## src/rtl/uart_mode_pkg.sv

```systemverilog
package uart_mode_pkg;

    typedef enum logic [1:0] {
        CH_NORMAL = 2'd0,
        CH_ECHO   = 2'd1,
        CH_LOCAL  = 2'd2,
        CH_REMOTE = 2'd3
    } chan_mode_e;

    localparam logic [1:0] SEL_CTRL = 2'd0;
    localparam logic [1:0] SEL_MODE = 2'd1;
    localparam logic [1:0] SEL_BRG  = 2'd2;
    localparam logic [1:0] SEL_BDIV = 2'd3;

    localparam int CTRL_W = 9;
    localparam int MODE_W = 10;

    localparam int CB_RX_RST = 0;
    localparam int CB_TX_RST = 1;
    localparam int CB_RX_EN  = 2;
    localparam int CB_RX_DIS = 3;
    localparam int CB_TX_EN  = 4;
    localparam int CB_TX_DIS = 5;
    localparam int CB_TMO    = 6;
    localparam int CB_BRK_ON = 7;
    localparam int CB_BRK_OFF = 8;

    localparam logic [CTRL_W-1:0] CTRL_RESET = 9'h128;
    localparam int PRESCALE = 8;

endpackage

```

## src/rtl/uart_ctrl_regs.sv

```systemverilog
module uart_ctrl_regs
    import uart_mode_pkg::*;
#(
    parameter int DATA_W = 16,
    parameter int BRG_W  = 16,
    parameter int BDIV_W = 8
) (
    input  logic              clk,
    input  logic              rst_n,
    input  logic              wr_en,
    input  logic [1:0]        wr_sel,
    input  logic [DATA_W-1:0] wr_data,
    output logic              rx_en,
    output logic              tx_en,
    output logic              brk,
    output logic              tmo,
    output logic              rx_rst,
    output logic              tx_rst,
    output chan_mode_e        mode,
    output logic              div8,
    output logic [3:0]        data_bits,
    output logic              par_en,
    output logic              par_odd,
    output logic [1:0]        stop_bits,
    output logic [3:0]        frame_len,
    output logic [BRG_W-1:0]  brg,
    output logic [BDIV_W-1:0] bdiv,
    output logic              cfg_chg
);

    typedef struct packed {
        logic [CTRL_W-1:0] ctrl;
        logic [MODE_W-1:0] mode;
        logic [BRG_W-1:0]  brg;
        logic [BDIV_W-1:0] bdiv;
        logic              rx_rst;
        logic              tx_rst;
        logic              cfg_chg;
    } regs_t;

    regs_t s_d, s_q;

    always_comb begin
        s_d         = s_q;
        s_d.rx_rst  = 1'b0;
        s_d.tx_rst  = 1'b0;
        s_d.cfg_chg = 1'b0;
        if (wr_en) begin
            unique case (wr_sel)
                SEL_CTRL: begin
                    s_d.ctrl = wr_data[CTRL_W-1:0];
                    s_d.rx_rst = wr_data[CB_RX_RST];
                    s_d.tx_rst = wr_data[CB_TX_RST];
                    s_d.ctrl[CB_RX_RST] = 1'b0;
                    s_d.ctrl[CB_TX_RST] = 1'b0;
                end
                SEL_MODE: begin
                    s_d.mode = wr_data[MODE_W-1:0];
                    s_d.cfg_chg = 1'b1;
                end
                SEL_BRG: begin
                    s_d.brg = wr_data[BRG_W-1:0];
                    s_d.cfg_chg = 1'b1;
                end
                default: begin
                    s_d.bdiv = wr_data[BDIV_W-1:0];
                    s_d.cfg_chg = 1'b1;
                end
            endcase
        end
    end

    always_ff @(posedge clk or negedge rst_n) begin
        if (!rst_n) begin
            s_q <= '{ctrl: CTRL_RESET, mode: '0, brg: BRG_W'(15), bdiv: '0,
                     rx_rst: 1'b0, tx_rst: 1'b0, cfg_chg: 1'b0};
        end else begin
            s_q <= s_d;
        end
    end

    always_comb begin
        rx_en  = s_q.ctrl[CB_RX_EN] & ~s_q.ctrl[CB_RX_DIS];
        tx_en  = s_q.ctrl[CB_TX_EN] & ~s_q.ctrl[CB_TX_DIS];
        brk    = s_q.ctrl[CB_BRK_ON] & ~s_q.ctrl[CB_BRK_OFF];
        tmo    = s_q.ctrl[CB_TMO];
        rx_rst = s_q.rx_rst;
        tx_rst = s_q.tx_rst;
        mode   = chan_mode_e'(s_q.mode[9:8]);
        div8   = s_q.mode[0];
        unique case (s_q.mode[2:1])
            2'd3:    data_bits = 4'd6;
            2'd2:    data_bits = 4'd7;
            default: data_bits = 4'd8;
        endcase
        par_en    = (s_q.mode[5:3] <= 3'd1);
        par_odd   = (s_q.mode[5:3] == 3'd1);
        stop_bits = (s_q.mode[7:6] == 2'd3) ? 2'd1 : 2'd2;
        frame_len = 4'd1 + data_bits + {3'b000, par_en} + {2'b00, stop_bits};
        brg     = s_q.brg;
        bdiv    = s_q.bdiv;
        cfg_chg = s_q.cfg_chg;
    end

endmodule

```

## src/rtl/uart_chan_router.sv

```systemverilog
module uart_chan_router
    import uart_mode_pkg::*;
#(
    parameter int BYTE_W = 8
) (
    input  logic              clk,
    input  logic              rst_n,
    input  chan_mode_e        mode,
    input  logic              rx_en,
    input  logic              tx_en,
    input  logic              host_valid,
    input  logic [BYTE_W-1:0] host_byte,
    input  logic              line_valid,
    input  logic [BYTE_W-1:0] line_byte,
    output logic              rxp_valid,
    output logic [BYTE_W-1:0] rxp_byte,
    output logic              txp_valid,
    output logic [BYTE_W-1:0] txp_byte
);

    typedef struct packed {
        logic              rx_v;
        logic [BYTE_W-1:0] rx_b;
        logic              tx_v;
        logic [BYTE_W-1:0] tx_b;
    } route_t;

    route_t r_d, r_q;

    always_comb begin
        r_d      = r_q;
        r_d.rx_v = 1'b0;
        r_d.tx_v = 1'b0;
        unique case (mode)
            CH_NORMAL: begin
                if (line_valid && rx_en) begin
                    r_d.rx_v = 1'b1;
                    r_d.rx_b = line_byte;
                end
                if (host_valid && tx_en) begin
                    r_d.tx_v = 1'b1;
                    r_d.tx_b = host_byte;
                end
            end
            CH_ECHO: begin
                if (line_valid && rx_en) begin
                    r_d.rx_v = 1'b1;
                    r_d.rx_b = line_byte;
                end
                if (line_valid && tx_en) begin
                    r_d.tx_v = 1'b1;
                    r_d.tx_b = line_byte;
                end
            end
            CH_LOCAL: begin
                if (host_valid && rx_en) begin
                    r_d.rx_v = 1'b1;
                    r_d.rx_b = host_byte;
                end
            end
            default: begin
                if (line_valid && tx_en) begin
                    r_d.tx_v = 1'b1;
                    r_d.tx_b = line_byte;
                end
            end
        endcase
    end

    always_ff @(posedge clk or negedge rst_n) begin
        if (!rst_n) begin
            r_q <= '0;
        end else begin
            r_q <= r_d;
        end
    end

    assign rxp_valid = r_q.rx_v;
    assign rxp_byte  = r_q.rx_b;
    assign txp_valid = r_q.tx_v;
    assign txp_byte  = r_q.tx_b;

endmodule

```

## src/rtl/uart_baud_tick.sv

```systemverilog
module uart_baud_tick
    import uart_mode_pkg::*;
#(
    parameter int BRG_W  = 16,
    parameter int BDIV_W = 8
) (
    input  logic              clk,
    input  logic              rst_n,
    input  logic              div8,
    input  logic [BRG_W-1:0]  brg,
    input  logic [BDIV_W-1:0] bdiv,
    input  logic              restart,
    output logic              tick
);

    localparam int DIV_W = BRG_W + BDIV_W + 1;
    localparam int PRE_W = $clog2(PRESCALE);

    typedef struct packed {
        logic [PRE_W-1:0] pre;
        logic [DIV_W-1:0] cnt;
        logic             tick;
    } tick_t;

    tick_t t_d, t_q;
    logic [DIV_W-1:0] divisor;
    logic             step;

    always_comb begin
        divisor = DIV_W'(brg) * (DIV_W'(bdiv) + DIV_W'(1));
        step    = !div8 || (t_q.pre == PRE_W'(PRESCALE - 1));
        t_d      = t_q;
        t_d.tick = 1'b0;
        if (restart) begin
            t_d.pre = '0;
            t_d.cnt = '0;
        end else begin
            if (div8) begin
                t_d.pre = t_q.pre + PRE_W'(1);
            end
            if (step) begin
                if (divisor == '0) begin
                    t_d.cnt = '0;
                end else if (t_q.cnt >= divisor - DIV_W'(1)) begin
                    t_d.cnt  = '0;
                    t_d.tick = 1'b1;
                end else begin
                    t_d.cnt = t_q.cnt + DIV_W'(1);
                end
            end
        end
    end

    always_ff @(posedge clk or negedge rst_n) begin
        if (!rst_n) begin
            t_q <= '0;
        end else begin
            t_q <= t_d;
        end
    end

    assign tick = t_q.tick;

endmodule

```

## src/rtl/uart_mode_router.sv

```systemverilog
module uart_mode_router
    import uart_mode_pkg::*;
#(
    parameter int DATA_W = 16,
    parameter int BYTE_W = 8,
    parameter int BRG_W  = 16,
    parameter int BDIV_W = 8
) (
    input  logic              clk,
    input  logic              rst_n,
    input  logic              cfg_wr_en,
    input  logic [1:0]        cfg_wr_sel,
    input  logic [DATA_W-1:0] cfg_wr_data,
    input  logic              host_wr_valid,
    input  logic [BYTE_W-1:0] host_wr_byte,
    input  logic              line_rx_valid,
    input  logic [BYTE_W-1:0] line_rx_byte,
    output logic              rxq_valid,
    output logic [BYTE_W-1:0] rxq_byte,
    output logic              txq_valid,
    output logic [BYTE_W-1:0] txq_byte,
    output logic              rx_enabled,
    output logic              tx_enabled,
    output logic              break_req,
    output logic              timeout_restart,
    output logic              rx_reset_pulse,
    output logic              tx_reset_pulse,
    output logic [1:0]        chan_mode,
    output logic [3:0]        char_bits,
    output logic              parity_on,
    output logic              parity_odd,
    output logic [1:0]        stop_count,
    output logic [3:0]        frame_bits,
    output logic              bit_tick
);

    chan_mode_e        mode_w;
    logic              div8_w;
    logic [BRG_W-1:0]  brg_w;
    logic [BDIV_W-1:0] bdiv_w;
    logic              cfg_chg_w;

    uart_ctrl_regs #(.DATA_W(DATA_W), .BRG_W(BRG_W), .BDIV_W(BDIV_W)) regs_i (
        .clk       (clk),
        .rst_n     (rst_n),
        .wr_en     (cfg_wr_en),
        .wr_sel    (cfg_wr_sel),
        .wr_data   (cfg_wr_data),
        .rx_en     (rx_enabled),
        .tx_en     (tx_enabled),
        .brk       (break_req),
        .tmo       (timeout_restart),
        .rx_rst    (rx_reset_pulse),
        .tx_rst    (tx_reset_pulse),
        .mode      (mode_w),
        .div8      (div8_w),
        .data_bits (char_bits),
        .par_en    (parity_on),
        .par_odd   (parity_odd),
        .stop_bits (stop_count),
        .frame_len (frame_bits),
        .brg       (brg_w),
        .bdiv      (bdiv_w),
        .cfg_chg   (cfg_chg_w)
    );

    uart_chan_router #(.BYTE_W(BYTE_W)) route_i (
        .clk        (clk),
        .rst_n      (rst_n),
        .mode       (mode_w),
        .rx_en      (rx_enabled),
        .tx_en      (tx_enabled),
        .host_valid (host_wr_valid),
        .host_byte  (host_wr_byte),
        .line_valid (line_rx_valid),
        .line_byte  (line_rx_byte),
        .rxp_valid  (rxq_valid),
        .rxp_byte   (rxq_byte),
        .txp_valid  (txq_valid),
        .txp_byte   (txq_byte)
    );

    uart_baud_tick #(.BRG_W(BRG_W), .BDIV_W(BDIV_W)) tick_i (
        .clk     (clk),
        .rst_n   (rst_n),
        .div8    (div8_w),
        .brg     (brg_w),
        .bdiv    (bdiv_w),
        .restart (cfg_chg_w),
        .tick    (bit_tick)
    );

    assign chan_mode = mode_w;

endmodule

```

## config.mk

```make
export PLATFORM = sky130hd
export DESIGN_NAME = uart_mode_router
export DESIGN_NICKNAME = d
export VERILOG_FILES = /design/src/rtl/uart_mode_pkg.sv /design/src/rtl/uart_ctrl_regs.sv /design/src/rtl/uart_chan_router.sv /design/src/rtl/uart_baud_tick.sv /design/src/rtl/uart_mode_router.sv
export SDC_FILE = /design/constraint.sdc
export NUM_CORES = 1
export LEC_CHECK = 0
export BUFFER_PORTS_ARGS = -buffer_cell sky130_fd_sc_hd__buf_4
export CORE_ASPECT_RATIO = 1.5
export CORE_MARGIN = 3
export CORE_UTILIZATION = 59
export CTS_CLUSTER_DIAMETER = 40
export CTS_CLUSTER_SIZE = 25
export DETAILED_ROUTE_END_ITERATION = 8
export GPL_TIMING_DRIVEN = 0
export PLACE_DENSITY = 0.84
export SYNTH_ARGS = -nofsm -noshare
export SYNTH_HDL_FRONTEND = slang
export SYNTH_HIERARCHICAL = 1
export SYNTH_SLANG_ARGS = --single-unit
```

## constraint.sdc

```tcl
create_clock -name clk -period 9.6 [get_ports clk]
set_input_delay 0.48 -clock clk [delete_from_list [all_inputs] [get_ports clk]]
set_output_delay 0.48 -clock clk [all_outputs]
set_load 0.02 [all_outputs]
```

# Word-level counts from Yosys, hierarchy flattened
# Cells that the tools add are included.
# totals
regBits	91
in_bits	39
out_inout_bits	39
wordCells	84
# classes
addsub	7
mul	1
order_cmp	2
eq_ne	12
n_mux	19
bitwise	8
reduce_logical	21
# ops
operator	count
25-bit two-way mux	2
9-bit two-way mux	4
9-bit case mux with 2 select lines	2
28-bit two-way mux	1
26-bit two-way mux	1
25-bit by 1-bit adder with 25-bit output (second input constant)	1
25-bit >= comparator	1
25-bit logical NOT	1
16-bit by 9-bit multiplier with 25-bit output	1
25-bit by 1-bit subtractor with 25-bit output (second input constant)	1
2-bit == test (second input constant)	5
8-bit by 1-bit adder with 9-bit output (second input constant)	1
4-bit case mux with 2 select lines	1
2-bit AND reduction	4
2-bit nonzero test	4
3-bit two-way mux	2
2-bit by 1-bit inequality test with 1-bit output (second input constant)	3
3-bit AND reduction	2
1-bit inverter	5
1-bit by 4-bit adder with 4-bit output (first input constant)	1
4-bit by 1-bit adder with 4-bit output	1
4-bit by 2-bit adder with 4-bit output	1
2-bit by 1-bit == test with 1-bit output (second input constant)	2
1-bit logical AND	4
other kinds (12)	19

# Depth between registers and ports, before layout
# Gate-level depths: netlist of the first run.
# depth
ltp_word	8
ltp_mapped	35
mapped_depth_nobuf	31

# Cells and area by module
# Netlist of the first run, hierarchy kept.
# modules_own_cells
mod	instances	cells_each	area_each_um2
uart_baud_tick	1	877	7467.2
uart_ctrl_regs	1	142	2014.4
uart_chan_router	1	62	810.8

# Worst setup path before layout of the first run
# No wires, ideal clock.
# synth_timing
path_type	flip-flop to flip-flop
start	register regs_i.s_q (netlist bit regs_i/bdiv[0])
end	register tick_i/t_q[24] (netlist bit)
setup_ns	0.064
arrival_time_ns	7.981
setup_slack_ns	1.554
stages_incl_launch_ff	32
path_buffers	4
path_cell_list	dfrtp_1 -> buf_4 -> ha_1 -> xor2_1 -> clkbuf_1 -> nand2_1 -> fa_1 -> fa_1 -> inv_1 -> ha_1 -> inv_1 -> fa_1 -> fa_1 -> nand2b_1 -> a211oi_2 -> o21ai_0 -> xnor2_1 -> or4b_4 -> or2_2 -> or4_1 -> xor2_1 -> ha_1 -> a21o_1 -> a21o_1 -> a21oi_1 -> inv_1 -> o21ai_0 -> o21ai_0 -> clkbuf_1 -> clkbuf_1 -> o31ai_1 -> a21o_1
# synth_via
elab_chain_cells	8
# synth_rtl
element	line	source
start: declaration	uart_ctrl_regs.sv:41	regs_t s_d, s_q;
start signal: assignment	uart_ctrl_regs.sv:75	s_q <= '{ctrl: CTRL_RESET, mode: '0, brg: BRG_W'(15), bdiv: '0,
8-bit by 1-bit adder with 9-bit output (*)	uart_baud_tick.sv:30	divisor = DIV_W'(brg) * (DIV_W'(bdiv) + DIV_W'(1));
16-bit by 9-bit multiplier with 25-bit output (*)	uart_baud_tick.sv:30	
25-bit by 1-bit subtractor with 25-bit output	uart_baud_tick.sv:44	end else if (t_q.cnt >= divisor - DIV_W'(1)) begin
25-bit >= comparator	uart_baud_tick.sv:44	
25-bit two-way mux	uart_baud_tick.sv:44	
25-bit two-way mux (*)	uart_baud_tick.sv:42	if (divisor == '0) begin
26-bit two-way mux (*)	uart_baud_tick.sv:41	if (step) begin
28-bit two-way mux (*)	uart_baud_tick.sv:34	if (restart) begin
end signal: assignment	uart_baud_tick.sv:58	t_q <= t_d;
end: declaration	uart_baud_tick.sv:25	tick_t t_d, t_q;
# Every way passes the cells marked *; elsewhere a longest branch is shown, timed or not. The select of a mux whose other input is x is not followed.
# A chain may end at the register's enable or synchronous reset.

# Worst setup path after layout of the first run
# layout_timing
start	register regs_i.s_q (netlist bit regs_i/bdiv[0])
end	register tick_i/t_q[8] (netlist bit)
# The elaborated chain is that of the path after synthesis.

==> summary.md, run 1 <==
| Metric | Value |
|---|---|
| Storage element area | 2290 um2 |
| Hold slack | 0.353 ns |
| Most common cell on crit path | fa_1 |
| Status | completed |
| Vias in the first global route | 8,606 |
| Gate Count Post-Synth | 1,081 |
| TritonCTS clock tree | done |
| Placer Congestion | 0.925 |
| Synth area leaders | dfrtp_1 (20%), fa_1 (19%), ha_1 (9.6%) |
| Slew HR | 0.233 |
| Min-delay worst type | in2async |
| Primary FF master, synth | dfrtp_1 |
| Die area | 19,100 um2 |
| Antenna violations before repair | 0 |
| Kind of start point of the critical path | flip-flop |
| Chip Width | 114 um |
| Hold buffer count at cts | 0 |
| Critical path class | reg2reg |
| NumNets Final | 1,390 |
| Layout cell share with drive strength beyond 1 | 0.187 |
| Vias per inst | 5.86 |
| Num ports | 78 |
| Max-slew violation count | 0 |
| Via count | 8,131 |
| Htree depth | 3 |
| Hold Vio Cnt, Final | 0 |
| Post-DP HPWL | 19,100 um |
| Post-synth top area cell | dfrtp_1 |
| Ys Warns | 6 |
| Distinct cell type count after synthesis | 70 |
| Effective utilization at floorplan | 0.609 |
| Setup crit end kind | flip-flop |
| CP peak stage delay | 0.57 ns |
| Final Cycle Share | 0.954 |
| Initial DRC count | 487 |
| Total clock buffers created by CTS | 9 |
| Clock sinks | 91 |
| Core area | 16,900 um2 |
| Port Buf Inserts | 76 |
| #FFs+latches synth | 91 |
| Slowest CP cell | fa_1 |
| Area Overhead vs Synth | 12.5% |
| Row cnt | 58 |
| Grt ovf | 0 |
| CTS clk-pin slew, worst paths | 0.07 ns |
| FILL cells | 1,282 |
| All-Layer GR Usage | 0.263 |
| Antenna diodes | 0 |
| Post-synth EDFFs | 0 |
| Syn Area/Cell | 9.52 um2 |
| Worst path arrival time | 9.44 ns |
| DRC violations left | 0 |
| Clk buf depth | 2 |
| Seq/Total Area, Yosys | 0.222 |
| CP max FO | 10 |
| Syn Std Cell Area | 10,300 um2 |
| Max Fclk | 109 MHz |
| Unrepaired setup endpoints after global routing | no |
| Routed WL per cell | 17.7 um |
| Fraction of registers with async set/reset | 1.00 |
| Top cell type's share of synthesized area | 0.204 |
| Largest net degree at the start of global routing | 92 |
| Clk Latency, worst-skew pair | 0.35 ns |
| Final setup viols | 0 |
| Max-cap violations | 0 |
| Root Driver | clkbuf_16 |
| Worst-Margin Slew | 1.15 ns |
| First-pass GRT wire length | 40,900 um |
| Syn_nets | 1,299 |
| Drt first pass iters | 5 |
| Multi-input logic area | 7250 um2 |
| DIE HEIGHT | 168 um |
| Skew final | 0.0118 ns |
| Final wirelength | 24,600 um |
| Tmin final | 9.16 ns |
| Post-route ant nets | 0 |
| Required time worst endpoint | 9.88 ns |
## cell usage after synthesis (3+ instances only)
cell,n
nor2b_1,49
o21ai_0,21
fa_1,100
nand2b_1,32
clkbuf_1,18
nor4_1,8
and3_1,13
o211ai_1,5
buf_4,29
inv_1,118
xnor2_1,21
a221o_1,10
a22o_1,23
buf_6,6
dfstp_2,7
ha_1,79
nor4b_1,4
xor2_1,22
a21o_1,33
dfrtp_1,84
and3b_1,3
nand4_1,9
or2_2,4
a211oi_1,5
and2_1,44
buf_2,3
nor2_1,52
nand3_1,24
o31ai_1,11
a21oi_1,25
nand2_1,92
or3_1,4
nor3_1,24
o21a_1,8
mux2_2,41
## placed cells by master, fill, tap and decap left out, types with 3 or more instances in the layout
cell         n
o31ai_1     11
or3_1        4
clkbuf_1    11
a21oi_1     23
nor4_1       8
clkbuf_2     6
o211ai_1     5
xor2_1      17
buf_6        6
mux2_2      41
a22o_1      23
o21a_1       8
inv_1      118
or2_2        4
bufinv_16    3
ha_1        79
nor4b_1      4
nand2b_1    32
and2_1      44
xor2_2       5
nor3_1      24
a211oi_1     4
clkbuf_16    9
o21ai_0     20
nand4_1      9
xnor2_1     21
nor2_1      51
a221o_1     10
dfstp_2      7
and3_1      12
nand2_1     92
buf_4      110
and3b_1      3
dfrtp_1     84
nor2b_1     49
a21o_1      33
nand3_1     24
buf_2        3
fa_1       100
## state kept, by name, indices dropped and copies added, names as in the netlist
signal	count
regs_i/bdiv	8
regs_i/brg	16
regs_i/cfg_chg	1
regs_i/div8	1
regs_i/mode	2
regs_i/rx_rst	1
regs_i/s_q	13
regs_i/tmo	1
regs_i/tx_rst	1
route_i/rxp_byte	8
route_i/rxp_valid	1
route_i/txp_byte	8
route_i/txp_valid	1
tick_i/t_q	28
tick_i/tick	1
## through the flow
step           cell area [um2]  utilization  setup TNS [ns]  setup WS [ns]  std cells
3_3_place_gp             11100        0.658          -0.855        -0.0867       1367
4_1_cts                  11500        0.680               0         0.0861       1383
6_report                 11600        0.685               0          0.441       1387
2_1_floorplan            10300            -               0           1.55       1081
5_1_grt                  11600        0.685               0        0.00651       1387
3_5_place_dp             11100        0.658           -2.06         -0.162       1367
## worst paths after layout
kind	start	end	slack, ns	cells past startpoint
worst max-delay path	regs_i/bdiv[0]	tick_i/t_q[8]	0.44	32
worst min-delay path	rst_n	regs_i/tmo	0.35	1
worst max register to register	regs_i/bdiv[0]	tick_i/t_q[8]	0.44	32
worst min register to register	route_i/rxp_byte[7]	route_i/rxp_byte[7]	0.48	1
max in group asynchronous	rst_n	tick_i/t_q[22]	8.50	1
min in group clk	cfg_wr_data[12]	regs_i/brg[12]	0.37	2
## layer usage
metal  global-route usage  wire, um
met5                    0         0
met4                0.124      1110
met2                0.483     13500
met1                0.301      9190
met3               0.0300       782
## logic make-up (layout without fill, tap and decap cells)
kind of cell,after synthesis,count (layout),share of synthesized area
other,1,1,0.000364
multiplexers,43,43,0.0468
adder cells (fa/ha/maj),179,179,0.291
XOR/XNOR,43,43,0.0366
AND/OR/NAND/NOR,385,385,0.207
flip-flops,91,91,0.222
buffers and inverters,176,272,0.0795
AO/OA/AOI/OAI,163,163,0.117
## worst max-delay path, delay by kind of cell, from the launching register on
| kind | cells | cell delay, ns |
|---|---|---|
| compound gates | 9 | 1.82 |
| simple gates | 8 | 2.51 |
| flops | 1 | 0.36 |
| xor+xnor | 2 | 0.33 |
| fa+ha+maj | 7 | 2.98 |
| buf+inv | 6 | 1.10 |
## area by class of cell
cell class | instances | share of cell area
inverter | 118 | 0.0383
clock buffer | 10 | 0.0198
multi-input combinational | 814 | 0.626
clock inverter | 6 | 0.00984
tap | 210 | 0.0227
timing repair buffer | 80 | 0.0519
sequential | 91 | 0.197
buffer | 58 | 0.0337
## what timing repair did
action                                 CTS  global route
setup buffers                            0             4
pin swaps                                0             4
setup endpoints to repair               16            25
gates resized for setup                  7            22
endpoints found under the hold margin    0             0
Power of run 1 is left out: the tool's default activity adds up to more than one toggle a clock period on the data nets, which glitch-free logic cannot reach.
==> inputs of run 2 (changes only) <==
CORE_ASPECT_RATIO = 1.1   (was 1.5)
SKIP_CTS_REPAIR_TIMING = 1   (was not set)
==> run 2 against run 1 <==
Design area is essentially flat; clock skew shrank 0.00058 ns; core utilization shrank 0.72 points; non-clock buffer count shrank 2; sequential share of layout area is essentially flat; count of clock-buffer cells in the layout is the same; first-iteration DRC count shrank 0.62%; critical path depth grew 1; hold slack lost 0.063 ns; register-to-register slack is essentially flat; flip-flop and latch count is the same; die area shrank 0.16%; critical path type unchanged.
==> summary.md, run 2 (synthesis results as in run 1) <==
| Metric | Value |
|---|---|
| Vias per inst | 5.80 (-1.0%) |
| R2R depth | 33 (+3.1%) |
| Slowest CP cell | or4b_4 |
| Post-route ant nets | 0 (unchanged) |
| Post-DP HPWL | 18,900 um (-1.5%) |
| Effective utilization at floorplan | 0.603 (-0.00606) |
| DIE HEIGHT | 145 um (-14%) |
| Hold Vio Cnt, Final | 0 (unchanged) |
| All-Layer GR Usage | 0.261 (-0.00220) |
| First-pass GRT wire length | 40,400 um (-1.2%) |
| Vias in the first global route | 8,455 (-1.8%) |
| Max-slew violation count | 0 (unchanged) |
| Final Cycle Share | 0.956 (+0.00154) |
| Kind of start point of the critical path | flip-flop |
| Required time worst endpoint | 9.89 ns (about the same) |
| Max Fclk | 109 MHz (-0.16%) |
| Most common cell after layout, fill and taps aside | inv_1 |
| Tmin final | 9.17 ns (+0.0148 ns) |
| Worst-Margin Slew | 1.14 ns (-0.00830 ns) |
| Reg2reg start | regs_i/bdiv[0] |
| Most common cell on crit path | fa_1 |
| Die area | 19,100 um2 (-0.16%) |
| Min-delay worst type | in2async |
| Port Buf Inserts | 76 (unchanged) |
| Root Driver | clkbuf_16 |
| Max reg flops | 28 (unchanged) |
| Chip Width | 132 um (+16%) |
| Area Overhead vs Synth | 12.4% (about the same) |
| Row cnt | 50 (-14%) |
| Worst path arrival time | 9.46 ns (+0.02 ns) |
| Drt first pass iters | 6 (+1) |
| Skew final | 0.0112 ns (-0.000581 ns) |
| NumNets Final | 1,388 (-0.14%) |
| Routed WL per cell | 17.3 um (-2.4%) |
| Htree depth | 3 (unchanged) |
| Num ports | 78 (unchanged) |
| Register name with the most flops | tick_i/t_q |
| Grt ovf | 0 (unchanged) |
| Placer Congestion | 0.910 (-1.6%) |
| Slew HR | 0.238 (+0.00553) |
| Total clock buffers created by CTS | 9 (unchanged) |
| Layout cell share with drive strength beyond 1 | 0.187 (+0.000318) |
| Most frequent cells in the layout | inv_1 (118), buf_4 (107), fa_1 (100) |
| Clk buf depth | 2 (unchanged) |
| Final setup viols | 0 (unchanged) |
| Core area | 17,100 um2 (+1.0%) |
| Clk Latency, worst-skew pair | 0.36 ns (about the same) |
| CP max FO | 10 (unchanged) |
| Critical path class | reg2reg |
| Clock sinks | 91 (unchanged) |
| FILL cells | 1,301 (+1.5%) |
| Reg2reg end | tick_i/t_q[8] |
| Antenna violations before repair | 0 (unchanged) |
| Setup crit end kind | flip-flop |
| Crit path launch | regs_i/bdiv[0] |
| Hold slack | 0.290 ns (-0.0633 ns) |
| Max-cap violations | 0 (unchanged) |
| CP peak stage delay | 0.59 ns (+0.02 ns) |
| Via count | 8,183 (+0.64%) |
| Final wirelength | 24,400 um (-0.80%) |
| TritonCTS clock tree | done |
| Status | completed |
| DRC violations left | 0 (unchanged) |
| Initial DRC count | 484 (-0.62%) |
| R2R Setup Slk | 0.43 ns (about the same) |
| Largest net degree at the start of global routing | 92 (unchanged) |
| CTS clk-pin slew, worst paths | 0.07 ns (about the same) |
==> run 2: cell types whose count changed in the layout (fill, tap and decap cells not counted), sizes merged <==
cell    before  now
buf        121  119
bufinv       3    0
diode        0    1
inv        119  122
==> run 2: worst max-delay path: cells and delay by family, from the launching register on <==
kind            cells  cell delay, ns
compound gates      9            1.92
xor+xnor            3            0.54
fa+ha+maj           6            2.67
buf+inv             6            1.10
flops               1            0.35
simple gates        9            2.50
==> run 2: worst max path at each step <==
stage | endpoint | slack, ns
global placement | tick_i/t_q[8] | 0.02
finish | tick_i/t_q[8] | 0.43
CTS | tick_i/t_q[8] | -0.27
detailed placement | tick_i/t_q[8] | -0.19
floorplan | tick_i/t_q[24] | 1.55
global route | tick_i/t_q[24] | -0.03
==> run 2: stage by stage <==
step	setup TNS (ns)	setup WS, ns	instances	cell area [um2]	util
3_3_place_gp	0	0.0223	1391	11200	0.653
2_1_floorplan	0	1.55	1081	10300	-
6_report	0	0.426	1410	11600	0.677
3_5_place_dp	-1.47	-0.193	1391	11200	0.653
5_1_grt	-0.0543	-0.0273	1409	11600	0.677
4_1_cts	-2.65	-0.267	1407	11400	0.670
==> run 2: layout make-up <==
| class | instances | area (um2) | area share |
|---|---|---|---|
| clock inverters | 6 | 55.1 | 0.00476 |
| diodes | 1 | 2.50 | 0.000216 |
| repair buffers | 78 | 586 | 0.0506 |
| flip-flops and latches | 91 | 2290 | 0.198 |
| clock buffers | 10 | 239 | 0.0207 |
| multi-input cells | 814 | 7270 | 0.629 |
| plain buffers | 58 | 390 | 0.0337 |
| well taps | 234 | 293 | 0.0253 |
| inverters | 118 | 443 | 0.0383 |
==> run 2: layer usage <==
metal  wire [um]  global-route usage  vias to the layer above
li1            -                   -                     3812
met3        1330              0.0407                       66
met2       12300               0.447                      277
met1        9910               0.333                     4028
met4         818               0.112                        0
met5           0                   0                        -
Power of run 2 is left out for the same reason.
==> inputs of run 3 (changes only) <==
CORE_UTILIZATION = 25   (was 59)
CTS_CLUSTER_DIAMETER = 200   (was 40)
PLACE_DENSITY = 0.46   (was 0.84)
==> run 3 against run 2 <==
Worst setup slack better by 0.15 ns; fmax up 1.6%; global-route usage is 13 points lower; count of clock-buffer cells in the layout unchanged; largest cell class unchanged.
==> summary.md, run 3 (synthesis results as in run 1) <==
| Metric | Value |
|---|---|
| TritonCTS clock tree | done |
| Most frequent cells in the layout | inv_1 (118), buf_4 (112), fa_1 (100) |
| CP max FO | 10 (unchanged) |
| Most common cell after layout, fill and taps aside | inv_1 |
| Vias in the first global route | 8,496 (+0.48%) |
| Die area | 43,600 um2 (+130%) |
| Clock sinks | 91 (unchanged) |
| Critical path class | reg2reg |
| DIE HEIGHT | 219 um (+51%) |
| Min-delay worst type | in2async |
| Area Overhead vs Synth | 16.8% |
| Required time worst endpoint | 9.90 ns (about the same) |
| Via count | 7,932 (-3.1%) |
| Final setup viols | 0 (unchanged) |
| NumNets Final | 1,393 (+0.36%) |
| Hold Vio Cnt, Final | 0 (unchanged) |
| Max-slew violation count | 0 (unchanged) |
| Skew final | 0.0132 ns (+0.00204 ns) |
| Row cnt | 77 (+54%) |
| Root Driver | clkbuf_16 |
| Final wirelength | 26,800 um (+10%) |
| Slowest CP cell | fa_1 |
| R2R Setup Slk | 0.57 ns (+0.15 ns) |
| CTS clk-pin slew, worst paths | 0.08 ns (about the same) |
| All-Layer GR Usage | 0.130 (-0.132) |
| Routed WL per cell | 15.8 um (-8.4%) |
| Post-route ant nets | 0 (unchanged) |
| Post-DP HPWL | 21,100 um (+12%) |
| Max-cap violations | 0 (unchanged) |
| Setup crit end kind | flip-flop |
| Drt first pass iters | 4 (-2) |
| Largest net degree at the start of global routing | 92 (unchanged) |
| Chip Width | 199 um (+51%) |
| Kind of start point of the critical path | flip-flop |
| Clk buf depth | 2 (unchanged) |
| Worst path arrival time | 9.33 ns (-0.13 ns) |
| Fin cells | 1,693 (+20%) |
| Antenna diodes | 0 (-1) |
| Grt ovf | 0 (unchanged) |
| Num ports | 78 (unchanged) |
| Max reg flops | 28 (unchanged) |
| Initial DRC count | 361 (-25%) |
| Slew HR | 0.571 (+0.333) |
| Vias per inst | 4.69 (-19%) |
| Effective utilization at floorplan | 0.254 (-0.348) |
| Layout Utilization | 0.297 (-0.380) |
| CP peak stage delay | 0.58 ns (about the same) |
| Final Cycle Share | 0.940 (-0.0152) |
| Htree depth | 3 (unchanged) |
| Unrepaired setup endpoints after global routing | no |
| Clk Latency, worst-skew pair | 0.37 ns (about the same) |
| Worst-Margin Slew | 0.644 ns (-0.499 ns) |
| Tmin final | 9.03 ns (-0.146 ns) |
| Placer Congestion | 0.805 (-12%) |
| Port Buf Inserts | 76 (unchanged) |
| Antenna violations before repair | 0 (unchanged) |
| Placed Instances | 1,670 (+20%) |
| Setup TNS | 0 ns (unchanged) |
| Register name with the most flops | tick_i/t_q |
| Core area | 40,500 um2 (+140%) |
| Status | completed |
| Layout cell share with drive strength beyond 1 | 0.195 (+0.00768) |
| Max Fclk | 111 MHz (+1.6%) |
| First-pass GRT wire length | 44,700 um (+11%) |
| Total clock buffers created by CTS | 9 (unchanged) |
| DRC violations left | 0 (unchanged) |
| Most common cell on crit path | fa_1 |
[run 3: changes by cell type in the layout (fill, tap and decap cells not counted), moves of 2 or more]
cell	change
nor2_2	+2
clkinv_4	+2
clkinvlp_4	-2
a21oi_1	-2
inv_6	-2
buf_4	+5
[run 3: critical path, delay by kind of cell, from the launching register on]
family | cells | cell delay (ns)
XOR/XNOR | 3 | 0.73
AND/OR/NAND/NOR | 9 | 2.44
flip-flops | 1 | 0.35
adder cells (fa/ha/maj) | 6 | 2.68
AO/OA/AOI/OAI | 9 | 1.65
buffers and inverters | 6 | 1.09
[run 3: cell type report]
class,count,area (um2)
plain buffers,58,392
clock buffers,10,239
clock inverters,6,67.6
fillers,4310,28400
inverters,118,443
multi-input cells,814,7300
flip-flops and latches,91,2290
well taps,513,642
repair buffers,83,643
[run 3: final timing paths]
check,start,endpoint,cells after the start
worst max-delay path,regs_i/bdiv[0],tick_i/t_q[24],33
worst min-delay path,rst_n,tick_i/t_q[20],1
worst max register to register,regs_i/bdiv[0],tick_i/t_q[24],33
worst min register to register,route_i/txp_byte[4],route_i/txp_byte[4],1
max in group asynchronous,rst_n,regs_i/s_q[45],2
min in group clk,cfg_wr_data[15],regs_i/brg[15],2
[run 3: routing by layer]
layer  track usage  vias up  wire [um]
met4        0.0286        0        256
met1         0.162     3995      12000
met3        0.0252       13       1100
met2         0.231      123      13500
met5             0        -          0
li1              -     3801          -
[run 3: stage by stage]
step | worst slack (ns) | hold WS, ns | instance area (um2)
6_report | 0.572 | 0.0242 | 12000
5_1_grt | 0.0211 | 0.0308 | 12000
4_1_cts | -0.483 | 0.298 | 11800
3_5_place_dp | -0.410 | 0.467 | 11500
3_3_place_gp | -0.378 | 0.461 | 11500
2_1_floorplan | 1.55 | 0.184 | 10300
Power of run 3 is left out for the same reason.
